===== src/rtl/eprom_seq_pkg.sv =====
package eprom_seq_pkg;

    typedef enum logic [3:0] {
        S_IDLE,
        S_FETCH,
        S_PULSE,
        S_PVFY,
        S_NEXT,
        S_FINAL,
        S_DONE,
        S_FAIL
    } seq_state_t;

    localparam logic [7:0] ERASED_BYTE = 8'hFF;

endpackage


===== src/rtl/epv_timer.sv =====
module epv_timer #(
    parameter int W = 8
) (
    input  logic         clk,
    input  logic         rst_n,
    input  logic         load,
    input  logic [W-1:0] load_val,
    output logic         expired
);

    logic [W-1:0] cnt_q;

    always_ff @(posedge clk or negedge rst_n) begin
        if (!rst_n)
            cnt_q <= '0;
        else if (load)
            cnt_q <= load_val;
        else if (cnt_q != '0)
            cnt_q <= cnt_q - 1'b1;
    end

    assign expired = (cnt_q == '0);

    // an expired timer stays expired until it is reloaded
    p_timer_hold_r2: assert property (@(posedge clk) disable iff (!rst_n)
        (!load && expired) |=> expired);

endmodule


===== src/rtl/epv_addr_gen.sv =====
module epv_addr_gen #(
    parameter int AW = 4
) (
    input  logic          clk,
    input  logic          rst_n,
    input  logic          clr,
    input  logic          inc,
    output logic [AW-1:0] addr,
    output logic          last
);

    always_ff @(posedge clk or negedge rst_n) begin
        if (!rst_n)
            addr <= '0;
        else if (clr)
            addr <= '0;
        else if (inc)
            addr <= addr + 1'b1;
    end

    assign last = (addr == {AW{1'b1}});

    // an increment moves exactly one step upward
    p_addr_step_r7: assert property (@(posedge clk) disable iff (!rst_n)
        (inc && !clr && !last) |=> (addr == $past(addr) + 1'b1));

endmodule


===== src/rtl/epv_pulse_ctr.sv =====
module epv_pulse_ctr #(
    parameter int MAXP = 25,
    parameter int PCW  = $clog2(MAXP + 1)
) (
    input  logic           clk,
    input  logic           rst_n,
    input  logic           clr,
    input  logic           inc,
    output logic [PCW-1:0] cnt,
    output logic           at_cap
);

    localparam logic [PCW-1:0] CAP = PCW'(MAXP);

    always_ff @(posedge clk or negedge rst_n) begin
        if (!rst_n)
            cnt <= '0;
        else if (clr)
            cnt <= '0;
        else if (inc && !at_cap)
            cnt <= cnt + 1'b1;
    end

    assign at_cap = (cnt == CAP);

    // the per-byte count never passes the cap
    p_cap_bound_r5: assert property (@(posedge clk) disable iff (!rst_n)
        cnt <= CAP);

endmodule


===== src/rtl/eprom_prog_seq.sv =====
module eprom_prog_seq
    import eprom_seq_pkg::*;
#(
    parameter int ADDR_W       = 17,
    parameter int PULSE_CYCLES = 10000,
    parameter int RD_CYCLES    = 4,
    parameter int MAX_PULSES   = 25
) (
    input  logic                              clk,
    input  logic                              rst_n,
    input  logic                              start,
    output logic [ADDR_W-1:0]                 src_addr,
    input  logic [7:0]                        src_data,
    output logic [ADDR_W-1:0]                 dev_addr,
    output logic [7:0]                        dev_wdata,
    output logic                              dev_wdata_oe,
    input  logic [7:0]                        dev_rdata,
    output logic                              dev_sel_n,
    output logic                              dev_rd_n,
    output logic                              dev_prog_n,
    output logic                              supply_raise,
    output logic                              busy,
    output logic                              done,
    output logic                              error,
    output logic [ADDR_W-1:0]                 fail_addr,
    output logic [$clog2(MAX_PULSES+1)-1:0]   pulse_cnt
);

    localparam int TMAX = (PULSE_CYCLES > RD_CYCLES) ? PULSE_CYCLES : RD_CYCLES;
    localparam int TW   = $clog2(TMAX) + 1;
    localparam int PCW  = $clog2(MAX_PULSES + 1);
    localparam logic [TW-1:0] PULSE_LD = TW'(PULSE_CYCLES - 1);
    localparam logic [TW-1:0] RD_LD    = TW'(RD_CYCLES - 1);

    seq_state_t st_q, st_d;
    logic [7:0]        tgt_q;
    logic [ADDR_W-1:0] fail_q;
    logic [ADDR_W-1:0] addr;
    logic              a_clr, a_inc, a_last;
    logic              p_clr, p_inc, p_cap;
    logic              tmr_ld, tmr_exp;
    logic [TW-1:0]     tmr_val;
    logic              tgt_ld, fail_ld;

    epv_timer #(.W(TW)) u_timer (
        .clk      (clk),
        .rst_n    (rst_n),
        .load     (tmr_ld),
        .load_val (tmr_val),
        .expired  (tmr_exp)
    );

    epv_addr_gen #(.AW(ADDR_W)) u_addr (
        .clk   (clk),
        .rst_n (rst_n),
        .clr   (a_clr),
        .inc   (a_inc),
        .addr  (addr),
        .last  (a_last)
    );

    epv_pulse_ctr #(.MAXP(MAX_PULSES), .PCW(PCW)) u_pulses (
        .clk    (clk),
        .rst_n  (rst_n),
        .clr    (p_clr),
        .inc    (p_inc),
        .cnt    (pulse_cnt),
        .at_cap (p_cap)
    );

    // state register and datapath latches
    always_ff @(posedge clk or negedge rst_n) begin
        if (!rst_n) begin
            st_q   <= S_IDLE;
            tgt_q  <= ERASED_BYTE;
            fail_q <= '0;
        end else begin
            st_q <= st_d;
            if (tgt_ld)
                tgt_q <= src_data;
            if (fail_ld)
                fail_q <= addr;
        end
    end

    // next state and sequencing strobes
    always_comb begin
        st_d    = st_q;
        tmr_ld  = 1'b0;
        tmr_val = '0;
        a_clr   = 1'b0;
        a_inc   = 1'b0;
        p_clr   = 1'b0;
        p_inc   = 1'b0;
        tgt_ld  = 1'b0;
        fail_ld = 1'b0;
        unique case (st_q)
            S_IDLE, S_DONE, S_FAIL: begin
                if (start) begin
                    st_d  = S_FETCH;
                    a_clr = 1'b1;
                    p_clr = 1'b1;
                end
            end
            S_FETCH: begin
                tgt_ld = 1'b1;
                p_clr  = 1'b1;
                if (src_data == ERASED_BYTE) begin
                    st_d = S_NEXT;
                end else begin
                    st_d    = S_PULSE;
                    tmr_ld  = 1'b1;
                    tmr_val = PULSE_LD;
                end
            end
            S_PULSE: begin
                if (tmr_exp) begin
                    st_d    = S_PVFY;
                    p_inc   = 1'b1;
                    tmr_ld  = 1'b1;
                    tmr_val = RD_LD;
                end
            end
            S_PVFY: begin
                if (tmr_exp) begin
                    if (dev_rdata == tgt_q) begin
                        st_d = S_NEXT;
                    end else if (p_cap) begin
                        st_d    = S_FAIL;
                        fail_ld = 1'b1;
                    end else begin
                        st_d    = S_PULSE;
                        tmr_ld  = 1'b1;
                        tmr_val = PULSE_LD;
                    end
                end
            end
            S_NEXT: begin
                if (a_last) begin
                    st_d    = S_FINAL;
                    a_clr   = 1'b1;
                    tmr_ld  = 1'b1;
                    tmr_val = RD_LD;
                end else begin
                    st_d  = S_FETCH;
                    a_inc = 1'b1;
                end
            end
            S_FINAL: begin
                if (tmr_exp) begin
                    if (dev_rdata != src_data) begin
                        st_d    = S_FAIL;
                        fail_ld = 1'b1;
                    end else if (a_last) begin
                        st_d = S_DONE;
                    end else begin
                        a_inc   = 1'b1;
                        tmr_ld  = 1'b1;
                        tmr_val = RD_LD;
                    end
                end
            end
        endcase
    end

    // Moore outputs decoded from the state
    always_comb begin
        dev_sel_n    = 1'b1;
        dev_rd_n     = 1'b1;
        dev_prog_n   = 1'b1;
        dev_wdata_oe = 1'b0;
        supply_raise = 1'b0;
        busy         = 1'b1;
        done         = 1'b0;
        error        = 1'b0;
        unique case (st_q)
            S_IDLE:  busy = 1'b0;
            S_DONE: begin
                busy = 1'b0;
                done = 1'b1;
            end
            S_FAIL: begin
                busy  = 1'b0;
                error = 1'b1;
            end
            S_FETCH, S_NEXT: supply_raise = 1'b1;
            S_PULSE: begin
                supply_raise = 1'b1;
                dev_sel_n    = 1'b0;
                dev_prog_n   = 1'b0;
                dev_wdata_oe = 1'b1;
            end
            S_PVFY: begin
                supply_raise = 1'b1;
                dev_sel_n    = 1'b0;
                dev_rd_n     = 1'b0;
            end
            S_FINAL: begin
                dev_sel_n = 1'b0;
                dev_rd_n  = 1'b0;
            end
        endcase
    end

    assign src_addr  = addr;
    assign dev_addr  = addr;
    assign dev_wdata = tgt_q;
    assign fail_addr = fail_q;

    // a program strobe only with reads off, data driven and supplies raised
    p_pulse_mode_r2: assert property (@(posedge clk) disable iff (!rst_n)
        !dev_prog_n |-> (!dev_sel_n && dev_rd_n && dev_wdata_oe && supply_raise));

    // any read has the strobe off and the data drivers released
    p_read_mode_r3: assert property (@(posedge clk) disable iff (!rst_n)
        !dev_rd_n |-> (dev_prog_n && !dev_sel_n && !dev_wdata_oe));

    // status flags are mutually exclusive
    p_status_excl_r1: assert property (@(posedge clk) disable iff (!rst_n)
        $countones({busy, done, error}) <= 1);

    // a failure after a pulse read-back happens only at the cap
    p_fail_at_cap_r5: assert property (@(posedge clk) disable iff (!rst_n)
        ($rose(error) && supply_raise == 1'b0 && $past(!dev_rd_n && supply_raise))
            |-> (pulse_cnt == PCW'(MAX_PULSES)));

    // the device is deselected and supplies nominal once finished
    p_done_quiet_r8: assert property (@(posedge clk) disable iff (!rst_n)
        done |-> (dev_sel_n && !supply_raise));

endmodule


===== config.mk =====
export PLATFORM = sky130hd
export DESIGN_NAME = eprom_prog_seq
export DESIGN_NICKNAME = d
export VERILOG_FILES = /design/src/rtl/eprom_seq_pkg.sv /design/src/rtl/epv_timer.sv /design/src/rtl/epv_addr_gen.sv /design/src/rtl/epv_pulse_ctr.sv /design/src/rtl/eprom_prog_seq.sv
export SDC_FILE = /design/constraint.sdc
export NUM_CORES = 1
export LEC_CHECK = 0
export ABC_AREA = 1
export BUFFER_PORTS_ARGS = -buffer_cell sky130_fd_sc_hd__clkbuf_2
export CORE_MARGIN = 3
export CORE_UTILIZATION = 45
export CTS_CLUSTER_DIAMETER = 200
export CTS_CLUSTER_SIZE = 40
export DETAILED_ROUTE_END_ITERATION = 12
export PLACE_DENSITY = 0.68
export SYNTH_ARGS = -nofsm -noshare
export SYNTH_HDL_FRONTEND = slang
export SYNTH_SLANG_ARGS = --single-unit

===== constraint.sdc =====
create_clock -name clk -period 3.4 [get_ports clk]
set_input_delay 0.17 -clock clk [delete_from_list [all_inputs] [get_ports clk]]
set_output_delay 0.17 -clock clk [all_outputs]
set_load 0.02 [all_outputs]

==> results of run 1 <==
synth_stat cells (all sizes together):
cell	instances	area, um^2
nand4	16	106.4
clkbuf	3	11.26
xor2	25	219.0
dfstp	8	210.2
nand2	140	563.0
nor2	67	315.3
a21boi	2	26.28
nand3b	11	82.58
dfrtp	57	1426
xnor2	11	96.34
o211ai	1	7.510
buf	26	209.0
nand3	34	180.2
or2	1	6.260
o21ai	42	262.8
a21oi	3	15.01
ha	6	75.07
nor3	8	50.05
nor4	4	25.02
inv	79	299.0
layout make-up:
type	instances	area, um^2	area share [%]
clock buffers	10	137.6	2.875
clock inverters	6	90.09	1.882
inverters	79	299.0	6.247
multi-input cells	371	2031	42.42
flip-flops and latches	65	1637	34.19
well taps	108	135.1	2.823
repair buffers	91	457.9	9.566
worst paths after layout:
kind / cells after the start / startpoint / endpoint
max: 12 / u_addr.addr[3] / u_addr.addr[5]
min: 2 / rst_n / fail_addr[0]
max reg2reg: 12 / u_addr.addr[3] / u_addr.addr[5]
min reg2reg: 2 / fail_addr[11] / fail_addr[11]
max in group asynchronous: 2 / rst_n / u_addr.addr[14]
min in group clk: 3 / src_data[0] / dev_wdata[0]
metrics by stage:
step                      cell area (um^2)  hold slack, ns  power (W)  std cells
after floorplan                       4187         -0.1256   0.001658        544
after detailed placement              4559          0.4023   0.001893        714
after CTS                             4787         0.01802   0.002662        730
final                                 4787        -0.01583   0.002632        730
after global routing                  4787         0.07031   0.002821        730
after global placement                4559          0.4091   0.001872        714
per-layer routing:
layer	track usage, %	part of all wire (%)	vias up
li1	-	-	1843
met1	26.34	45	1719
met2	34.51	48	106
met3	4.642	5.2	11
met4	5.449	1.3	0
met5	0	0	-
sequential cells by signal (all words and copies together) (netlist names):
name	cells
u_timer.cnt_q	15
fail_addr	17
u_pulses.cnt	5
dev_wdata	8
u_addr.addr	17
st_q	3
cell families (layout without fill, tap and decap cells):
family                     Yosys count  count (layout)
and+or+nand+nor                    281             281
buffers and inverters              108             186
DFF                                 65              65
AOI/OAI and AO/OA                   48              48
xor gates and xnor gates            36              36
adders and majority gates            6               6
report_power, final:
group	switching (W)	internal, W	leakage (nW)	total (W)
clock network	0.000315	0.000435	0.113	0.000750
registers	0.000110	0.000903	0.841	0.00101
logic	0.000595	0.000274	1.55	0.000869
total	0.00102	0.00161	2.50	0.00263
==> key figures, run 1 <==
Yosys
  – Post-Synth XOR/XNOR Area: 7.531%
  – Cell area after synthesis: 0.004187 mm^2
  – Synthesized flop and latch total: 65
  – Mux share of post-synthesis cell area: 0%
  – Post-Synthesis Cells: 544
  – Synth Warn #: 0
  – Post-synthesis adder-cell area fraction: 1.793%
  – Netlist cell types: 35
  – Largest family of logic cells by synthesized area: simple AND/OR/NAND/NOR gates
  – Complex-gate fraction of the synthesized area: 7.442%
  – Post-synthesis simple-gate area fraction: 31.74%
  – Sequential area share after synthesis: 39.09%
  – Synthesized Nets: 569
  – Avg Cell Area, Syn: 7.696 um^2

GRT
  – Largest net degree at the start of global routing: 66
  – Initial antenna violation count: 0
  – First-pass GRT wire length: 16920 um
  – All-Layer GR Usage: 20.41%
  – Number of global-route vias before repair: 3600
  – Total grt overflow: 0

Critical path
  – CP required: 3.64 ns
  – CP Max Fanout: 17
  – WP buf/inv: 2
  – Worst-path cell chain: inv_1, nor3_1, nand2_1, nor2_1, nand3_1, nor4_1, ha_1, inv_1, nand2_1, nand2_4, nand3b_1, nand2_1
  – Worst R2R Setup Slack: 0.59 ns
  – Setup Crit Path Kind: reg -> reg
  – Startpoint class of the critical path: register
  – Critical path endpoint category: register
  – CP arrival: 3.05 ns
  – Crit path largest cell delay: 0.47 ns
  – Slowest stage cell on the critical path: dfrtp_1
  – Critical Path Most Common Cell: nand2_1
  – Delay-heaviest family, CP: simple AND/OR/NAND/NOR gates

Cells and area
  – Commonest non-fill, non-tap cell in the layout: nand2_1
  – Fillers: 834
  – Net count, final: 642
  – Area delta synth->final: 14.35%
  – Util after Layout: 53.84%
  – Ant. Diodes: 0
  – Commonest non-fill, non-tap cells in the layout: nand2_1, clkbuf_2, inv_1, dfrtp_1, nor2_1
  – Fraction of layout cells with a size suffix above 1: 26.53%

Die
  – Cell Rows: 34
  – Die Width: 102.5 um
  – Die area: 0.01050 mm^2
  – I/O Pins: 91
  – Initial Util: 47.09%
  – Core box area: 0.008891 mm^2
  – Die height: 102.5 um

STA
  – Worst Skew: 0.008300 ns
  – Setup TNS: 0 ns
  – Final Hold Fails: 4
  – Hold slack final: -0.01583 ns
  – RSZ-0062 raised after global routing: false
  – Crit path time final: 2.814 ns
  – Final setup violating endpoints: 0
  – Slew headroom: 45.04%
  – Fin crit share: 82.77%
  – Final WS setup: 0.5857 ns
  – Worst-Margin Slew: 0.8244 ns
  – Fmax: 355.3 MHz
  – Fin. max-slew vios: 0

Clock network
  – CTS sink cnt: 65
  – Clk pin slew, worst setup/hold paths: 0.08 ns
  – PostCTS Resize Cnt: 0
  – CTS root buf: clkbuf_8
  – TritonCTS buffer count: 9
  – Bufs on Longest Clock Path: 2
  – Skew-Pair Late Insertion Delay: 0.35 ns
  – Post-CTS setup buffer count: 0
  – CTS tree: built
  – Hold_buf cts: 0
  – Clock H-tree levels: 3

Pwr
  – VDD IR max: 0.3360 mV
  – Pwr dens: 549.9 mW/mm^2
  – LEAKAGE: 2.504 nW

Status
  – Violated checks: negative hold slack
  – Status: finished with violations

Place
  – Final Wtd Congestion: 0.9307
  – Pre-CTS setup slack: 0.6462 ns
  – Post-DP HPWL: 7388 um
  – Port Buffers: 90

Route
  – Drt initial violations: 153
  – DRC: 0
  – Final WL: 9964 um
  – DR vias: 3679
  – Routed wire length per instance: 13.65 um
  – Final ANT Viol Nets: 0
  – Drt pass-1 iters: 4
  – Drt via density: 5.040

Min path
  – Worst Hold Class: in -> async

Run
  – Max Cap Viol: 0
Note: power is estimated with default switching activity, not from simulation.
==> run 2, diff against run 1 <==
--- a/config.mk
+++ b/config.mk
@@ -5,14 +5,14 @@
 export SDC_FILE = /design/constraint.sdc
 export NUM_CORES = 1
 export LEC_CHECK = 0
-export ABC_AREA = 1
+export ABC_AREA = 0
 export BUFFER_PORTS_ARGS = -buffer_cell sky130_fd_sc_hd__clkbuf_2
 export CORE_MARGIN = 3
 export CORE_UTILIZATION = 45
 export CTS_CLUSTER_DIAMETER = 200
 export CTS_CLUSTER_SIZE = 40
 export DETAILED_ROUTE_END_ITERATION = 12
-export PLACE_DENSITY = 0.68
+export PLACE_DENSITY = 0.72
 export SYNTH_ARGS = -nofsm -noshare
 export SYNTH_HDL_FRONTEND = slang
 export SYNTH_SLANG_ARGS = --single-unit
==> constraint.sdc (replaced) <==
create_clock -name clk -period 2.3 [get_ports clk]
set_input_delay 0.115 -clock clk [delete_from_list [all_inputs] [get_ports clk]]
set_output_delay 0.115 -clock clk [all_outputs]
set_load 0.02 [all_outputs]
==> run 2 against run 1 <==
  * The flow finishes with violations (negative setup slack)
  * Sequential power up 45%
  * Final cell count down 14%
  * Critical path type unchanged
  * Clock power up 20%
  * Clock-buffer cell count up 3
  * Largest cell class unchanged
==> key figures, run 2 <==
STA
  – Final WS setup: -0.1772 ns
  – Final setup violating endpoints: 15
  – Hold slack final: 0.04408 ns
  – Slew headroom: 65.70%
  – Fmax: 403.7 MHz
  – Crit path time final: 2.477 ns
  – Fin crit share: 107.7%
  – Worst Skew: 0.01087 ns
  – Fin. max-slew vios: 0
  – Worst-Margin Slew: 0.5105 ns
  – Final Hold Fails: 0
  – RSZ-0062 raised after global routing: true

Clock network
  – Skew-Pair Late Insertion Delay: 0.35 ns
  – Clock H-tree levels: 3
  – Bufs on Longest Clock Path: 2
  – CTS sink cnt: 65
  – TritonCTS buffer count: 9
  – Clk pin slew, worst setup/hold paths: 0.08 ns
  – CTS tree: built
  – CTS root buf: clkbuf_8

Yosys
  – Synth Warn #: 0
  – Top cell type's share of synthesized area: 37.49%
  – Sequential area share after synthesis: 43.01%
  – Synthesized Nets: 404
  – Synthesized flop and latch total: 65
  – Most frequent cells after synthesis: dfrtp_1, nand2_1, xor2_1
  – Post-Synthesis Cells: 379
  – Ranking of synthesized cells by area: dfrtp_1, xor2_1, dfstp_2
  – Most common cell in the synthesized netlist: dfrtp_1
  – Netlist cell types: 53
  – Post-synth EDFFs: 0
  – Top FF cell, synth: dfrtp_1
  – Cell area after synthesis: 0.003805 mm^2
  – Avg Cell Area, Syn: 10.04 um^2
  – Asr flop ratio synth: 100.0%
  – Synth area leader: dfrtp_1

Die
  – Die Width: 97.95 um
  – I/O Pins: 91
  – Die area: 0.009594 mm^2
  – Core box area: 0.007968 mm^2
  – Cell Rows: 32
  – Initial Util: 47.75%
  – Die height: 97.95 um

Critical path
  – CP Max Fanout: 6
  – Critical path endpoint category: register
  – Startpoint class of the critical path: register
  – Setup Crit Path Kind: reg -> reg
  – CP arrival: 2.76 ns
  – CP required: 2.58 ns

Route
  – Drt pass-1 iters: 4
  – DRC: 0
  – Drt via density: 5.420
  – DR vias: 3409
  – Final WL: 9881 um
  – Final ANT Viol Nets: 0
  – Drt initial violations: 129
  – Routed wire length per instance: 15.71 um

Pwr
  – VDD IR max: 0.6733 mV
  – Pwr dens: 762.6 mW/mm^2
  – LEAKAGE: 2.387 nW

Cells and area
  – Fillers: 629
  – Ant. Diodes: 0
  – Net count, final: 547
  – Post-route insts no fill: 629
  – Area delta synth->final: 34.69%
  – Commonest non-fill, non-tap cells in the layout: clkbuf_2, buf_4, dfrtp_1, nand2_1, xor2_1
  – Commonest non-fill, non-tap cell in the layout: clkbuf_2
  – Fraction of layout cells with a size suffix above 1: 45.92%

Place
  – Port Buffers: 90
  – Final Wtd Congestion: 0.8457
  – Post-DP HPWL: 6831 um
  – DP Cell Count: 597

Min path
  – Worst Hold Class: in -> reg

GRT
  – Largest net degree at the start of global routing: 36
  – Number of global-route vias before repair: 3300
  – First-pass GRT wire length: 15950 um
  – Initial antenna violation count: 0
  – Total grt overflow: 0
  – All-Layer GR Usage: 20.26%

Run
  – Max Cap Viol: 0

Status
  – Status: finished with violations
  – Violated checks: negative setup slack
run 2: cell type report:
class / instances / area [um^2] / area share, %
Inverter: 12 / 45.04 / 0.8789
Tap cell: 102 / 127.6 / 2.490
Clock buffer: 13 / 158.9 / 3.101
Multi-Input combinational cell: 272 / 2111 / 41.19
Clock inverter: 3 / 17.52 / 0.3418
Timing Repair Buffer: 162 / 1023 / 19.97
Sequential cell: 65 / 1642 / 32.03
run 2: per-layer routing:
metal | up-vias | global-route usage [%] | wire length (um)
li1 | 1620 | - | -
met1 | 1654 | 26.69 | 4503
met2 | 111 | 32.62 | 4642
met3 | 24 | 3.714 | 463
met4 | 0 | 8.946 | 272
met5 | - | 0 | 0
run 2: kinds of logic after synthesis:
logic type / Yosys count / share of synthesized area [%]
multiplexers: 42 / 11.90
flip-flops: 65 / 43.01
AO/OA/AOI/OAI: 52 / 9.701
XOR/XNOR: 31 / 7.136
adder cells (fa/ha/maj): 6 / 1.973
AND/OR/NAND/NOR: 140 / 19.90
buffers and inverters: 43 / 6.379
run 2: through the flow:
step,setup WS [ns],instance area [um^2],power (W),utilization [%],setup TNS (ns)
after CTS,-0.1410,4952,0.003784,62.15,-1.304
after global routing,-0.2722,5125,0.004126,64.32,-4.668
after detailed placement,-0.2556,4639,0.002857,58.23,-3.924
after global placement,-0.1356,4639,0.002825,58.23,-1.445
after floorplan,-0.2781,3836,0.002391,-,-1.973
final,-0.1772,5125,0.003909,64.32,-1.649
run 2: critical path, cell delays in order (launching register included):
cell and delay (ns):
dfrtp_2 0.41, nand4_1 0.12, nor3_1 0.06, nand4_1 0.14
nor3_2 0.07, ha_2 0.17, or3b_4 0.38, or2_1 0.23
or3_4 0.40, a21oi_1 0.23, mux2i_1 0.20
run 2: path summary, 6_finish.rpt:
check	start	cells after the start	end	slack (ns)
setup / recovery	u_addr.addr[7]	10	u_addr.addr[11]	-0.18
hold / removal	src_data[1]	2	dev_wdata[1]	0.04
setup reg to reg	u_addr.addr[7]	10	u_addr.addr[11]	-0.18
hold reg to reg	fail_addr[13]	1	fail_addr[13]	0.49
max in group asynchronous	rst_n	3	dev_wdata[3]	1.63
min in group asynchronous	rst_n	3	fail_addr[3]	0.32
run 2: what timing repair did:
action,in CTS,in global routing
buffers inserted,7,7
hold endpoints to repair,57,0
setup endpoints to repair,23,55
cloned,0,2
resized for setup,15,18
hold buffers,1,0
pin swaps,3,7
run 2: report_power, final:
part           internal, W  switching, W
sequential         0.00132      0.000139
clock             0.000448      0.000452
combinational     0.000645      0.000900
==> run 3, diff against run 2 <==
--- a/config.mk
+++ b/config.mk
@@ -5,14 +5,14 @@
 export SDC_FILE = /design/constraint.sdc
 export NUM_CORES = 1
 export LEC_CHECK = 0
-export ABC_AREA = 0
+export ABC_AREA = 1
 export BUFFER_PORTS_ARGS = -buffer_cell sky130_fd_sc_hd__clkbuf_2
 export CORE_MARGIN = 3
 export CORE_UTILIZATION = 45
 export CTS_CLUSTER_DIAMETER = 200
 export CTS_CLUSTER_SIZE = 40
 export DETAILED_ROUTE_END_ITERATION = 12
-export PLACE_DENSITY = 0.72
+export PLACE_DENSITY = 0.71
 export SYNTH_ARGS = -nofsm -noshare
 export SYNTH_HDL_FRONTEND = slang
 export SYNTH_SLANG_ARGS = --single-unit
==> run 3 against run 2 <==
  * The flow now finishes without violations
  * Core utilization shrank 7.6 points
  * Clock power up 21%
  * Clock-buffer cell count decreased by 4
  * Critical path type unchanged
  * Combinational power down 11%
  * Final cell count rose by 21%
  * Total power grew 1.5%
  * Highest routed layer unchanged
==> key figures, run 3 (same netlist as run 1, synthesis figures left out) <==
Status
  – Status: finished clean

Pwr
  – LEAKAGE: 2.666 nW
  – VDD IR max: 0.4283 mV
  – Pwr dens: 786.6 mW/mm^2
  – Int Pwr: 0.002391 W
  – Switching Fraction: 39.73%
  – Sequential power share: 37.6%
  – Switch Pwr: 0.001576 W
  – Combinational share of power: 34.9%
  – Clock network power share: 27.5%

Critical path
  – Delay-heaviest family, CP: simple AND/OR/NAND/NOR gates
  – Setup Crit Path Kind: reg -> reg
  – CP Max Fanout: 13
  – Critical path endpoint category: register
  – RR Startpoint: u_addr.addr[0]
  – Worst-path cell chain: ha_1, nand2_1, nor2_1, nand3_1, nor4_2, ha_2, nand2_2, a21boi_4, nand3_2, o21ai_1
  – CP required: 2.58 ns
  – R2r worst-path depth: 10
  – Worst R2R Setup Slack: 0.18 ns
  – CP arrival: 2.40 ns
  – Startpoint class of the critical path: register
  – WP buf/inv: 0
  – Slowest stage cell on the critical path: a21boi_4
  – Crit path largest cell delay: 0.41 ns
  – RR Endpoint: u_addr.addr[13]

Min path
  – Hold path endpoint: dev_wdata[4]
  – Min-Delay Path Depth: 3
  – Min-delay src: src_data[4]
  – Worst Hold Class: in -> reg

Clock network
  – CTS root buf: clkbuf_8
  – Clock H-tree levels: 3
  – CTS tree: built
  – Bufs on Longest Clock Path: 2
  – Clk pin slew, worst setup/hold paths: 0.08 ns
  – CTS sink cnt: 65
  – TritonCTS buffer count: 9
  – Skew-Pair Late Insertion Delay: 0.35 ns

Die
  – Die Width: 102.5 um
  – I/O Pins: 91
  – Die height: 102.5 um
  – Core box area: 0.008891 mm^2
  – Cell Rows: 34
  – Die area: 0.01050 mm^2
  – Initial Util: 47.09%

STA
  – Final WS setup: 0.1829 ns
  – Fin. max-slew vios: 0
  – Fin crit share: 92.05%
  – Worst-Margin Slew: 0.5915 ns
  – Setup TNS: 0 ns
  – Slew headroom: 60.34%
  – Fmax: 472.3 MHz
  – Crit path time final: 2.117 ns
  – Final setup violating endpoints: 0
  – Worst Skew: 0.009679 ns
  – Final Hold Fails: 0

Cells and area
  – Fraction of layout cells with a size suffix above 1: 30.57%
  – Cell area after layout: 0.005042 mm^2
  – Fillers: 837
  – Commonest non-fill, non-tap cells in the layout: nand2_1, clkbuf_2, inv_1, dfrtp_1, nor2_1
  – Ant. Diodes: 0
  – Post-route insts no fill: 759
  – Commonest non-fill, non-tap cell in the layout: nand2_1
  – Area delta synth->final: 20.44%
  – Net count, final: 671

Route
  – Final WL: 10470 um
  – DR vias: 3849
  – Routed wire length per instance: 13.79 um
  – DRC: 0
  – Drt via density: 5.071
  – Final ANT Viol Nets: 0
  – Drt pass-1 iters: 4
  – Drt initial violations: 136

Place
  – DP Cell Count: 737
  – Final Wtd Congestion: 0.8871
  – Placed cell areas: 0.004733 mm^2
  – Port Buffers: 90
  – Pre-CTS setup slack: -0.03176 ns
  – Post-DP HPWL: 7717 um

GRT
  – Largest net degree at the start of global routing: 40
  – First-pass GRT wire length: 17400 um
  – Number of global-route vias before repair: 3710
  – Total grt overflow: 0
  – Initial antenna violation count: 0
  – All-Layer GR Usage: 21.02%

Run
  – Max Cap Viol: 0
## run 3: how the worst max path moves through the flow
stage | slack [ns] | to | cells after the start | startpoint
after detailed placement | -0.03 | u_addr.addr[1] | 10 | u_addr.addr[0]
after global routing | -0.02 | u_timer.cnt_q[10] | 14 | u_addr.addr[3]
after floorplan | 0.02 | u_timer.cnt_q[10] | 14 | u_addr.addr[2]
after CTS | 0.04 | u_timer.cnt_q[8] | 14 | u_addr.addr[3]
final | 0.18 | u_addr.addr[13] | 10 | u_addr.addr[0]
after global placement | 0.07 | u_addr.addr[2] | 10 | u_addr.addr[0]
## run 3: what timing repair did
item                       in CTS  in global routing
setup endpoints to repair       7                 35
buffers inserted                0                  2
pin swaps                       0                  1
resized for setup               0                 11
cloned                          1                  1
hold endpoints to repair       58                  0
hold buffers                    2                  0
## run 3: final cells by class
class,instances,area (um^2),area share (%)
Tap cell,108,135.1,2.680
Sequential cell,65,1638,32.48
Inverter,79,299.0,5.931
Multi-Input combinational cell,373,2086,41.36
Clock buffer,9,123.9,2.457
Clock inverter,7,95.09,1.886
Timing Repair Buffer,118,665.6,13.20
## run 3: per-layer routing
metal / part of all wire (%) / track usage, %
met4: 2.3 / 8.274
met2: 48 / 34.71
met3: 4.1 / 3.345
met5: 0 / 0
met1: 46 / 27.62
## run 3: per-stage QoR
stage	util, %	hold slack [ns]	total power [W]
2_1_floorplan	-	-0.1806	0.002452
3_3_place_gp	53.24	-0.04530	0.002791
3_5_place_dp	53.24	-0.04812	0.002829
4_1_cts	56.05	0.007831	0.003954
5_1_grt	56.71	0.03938	0.004206
6_report	56.71	0.01933	0.003966
## run 3: tightest hold or removal path, stage by stage
cell      delay (ns)
clkbuf_2        0.09
inv_1           0.07
o21ai_0         0.09
## run 3: power groups by stage
| stage | Sequential [W] | Combinational [W] | Clock (W) |
|---|---|---|---|
| 2_1_floorplan | 0.00157 | 0.000886 | 0 |
| 5_1_grt | 0.00151 | 0.00153 | 0.00117 |
| 4_1_cts | 0.00149 | 0.00136 | 0.00111 |
| 3_3_place_gp | 0.00150 | 0.00129 | 0 |
| 6_report | 0.00149 | 0.00138 | 0.00109 |
| 3_5_place_dp | 0.00151 | 0.00132 | 0 |
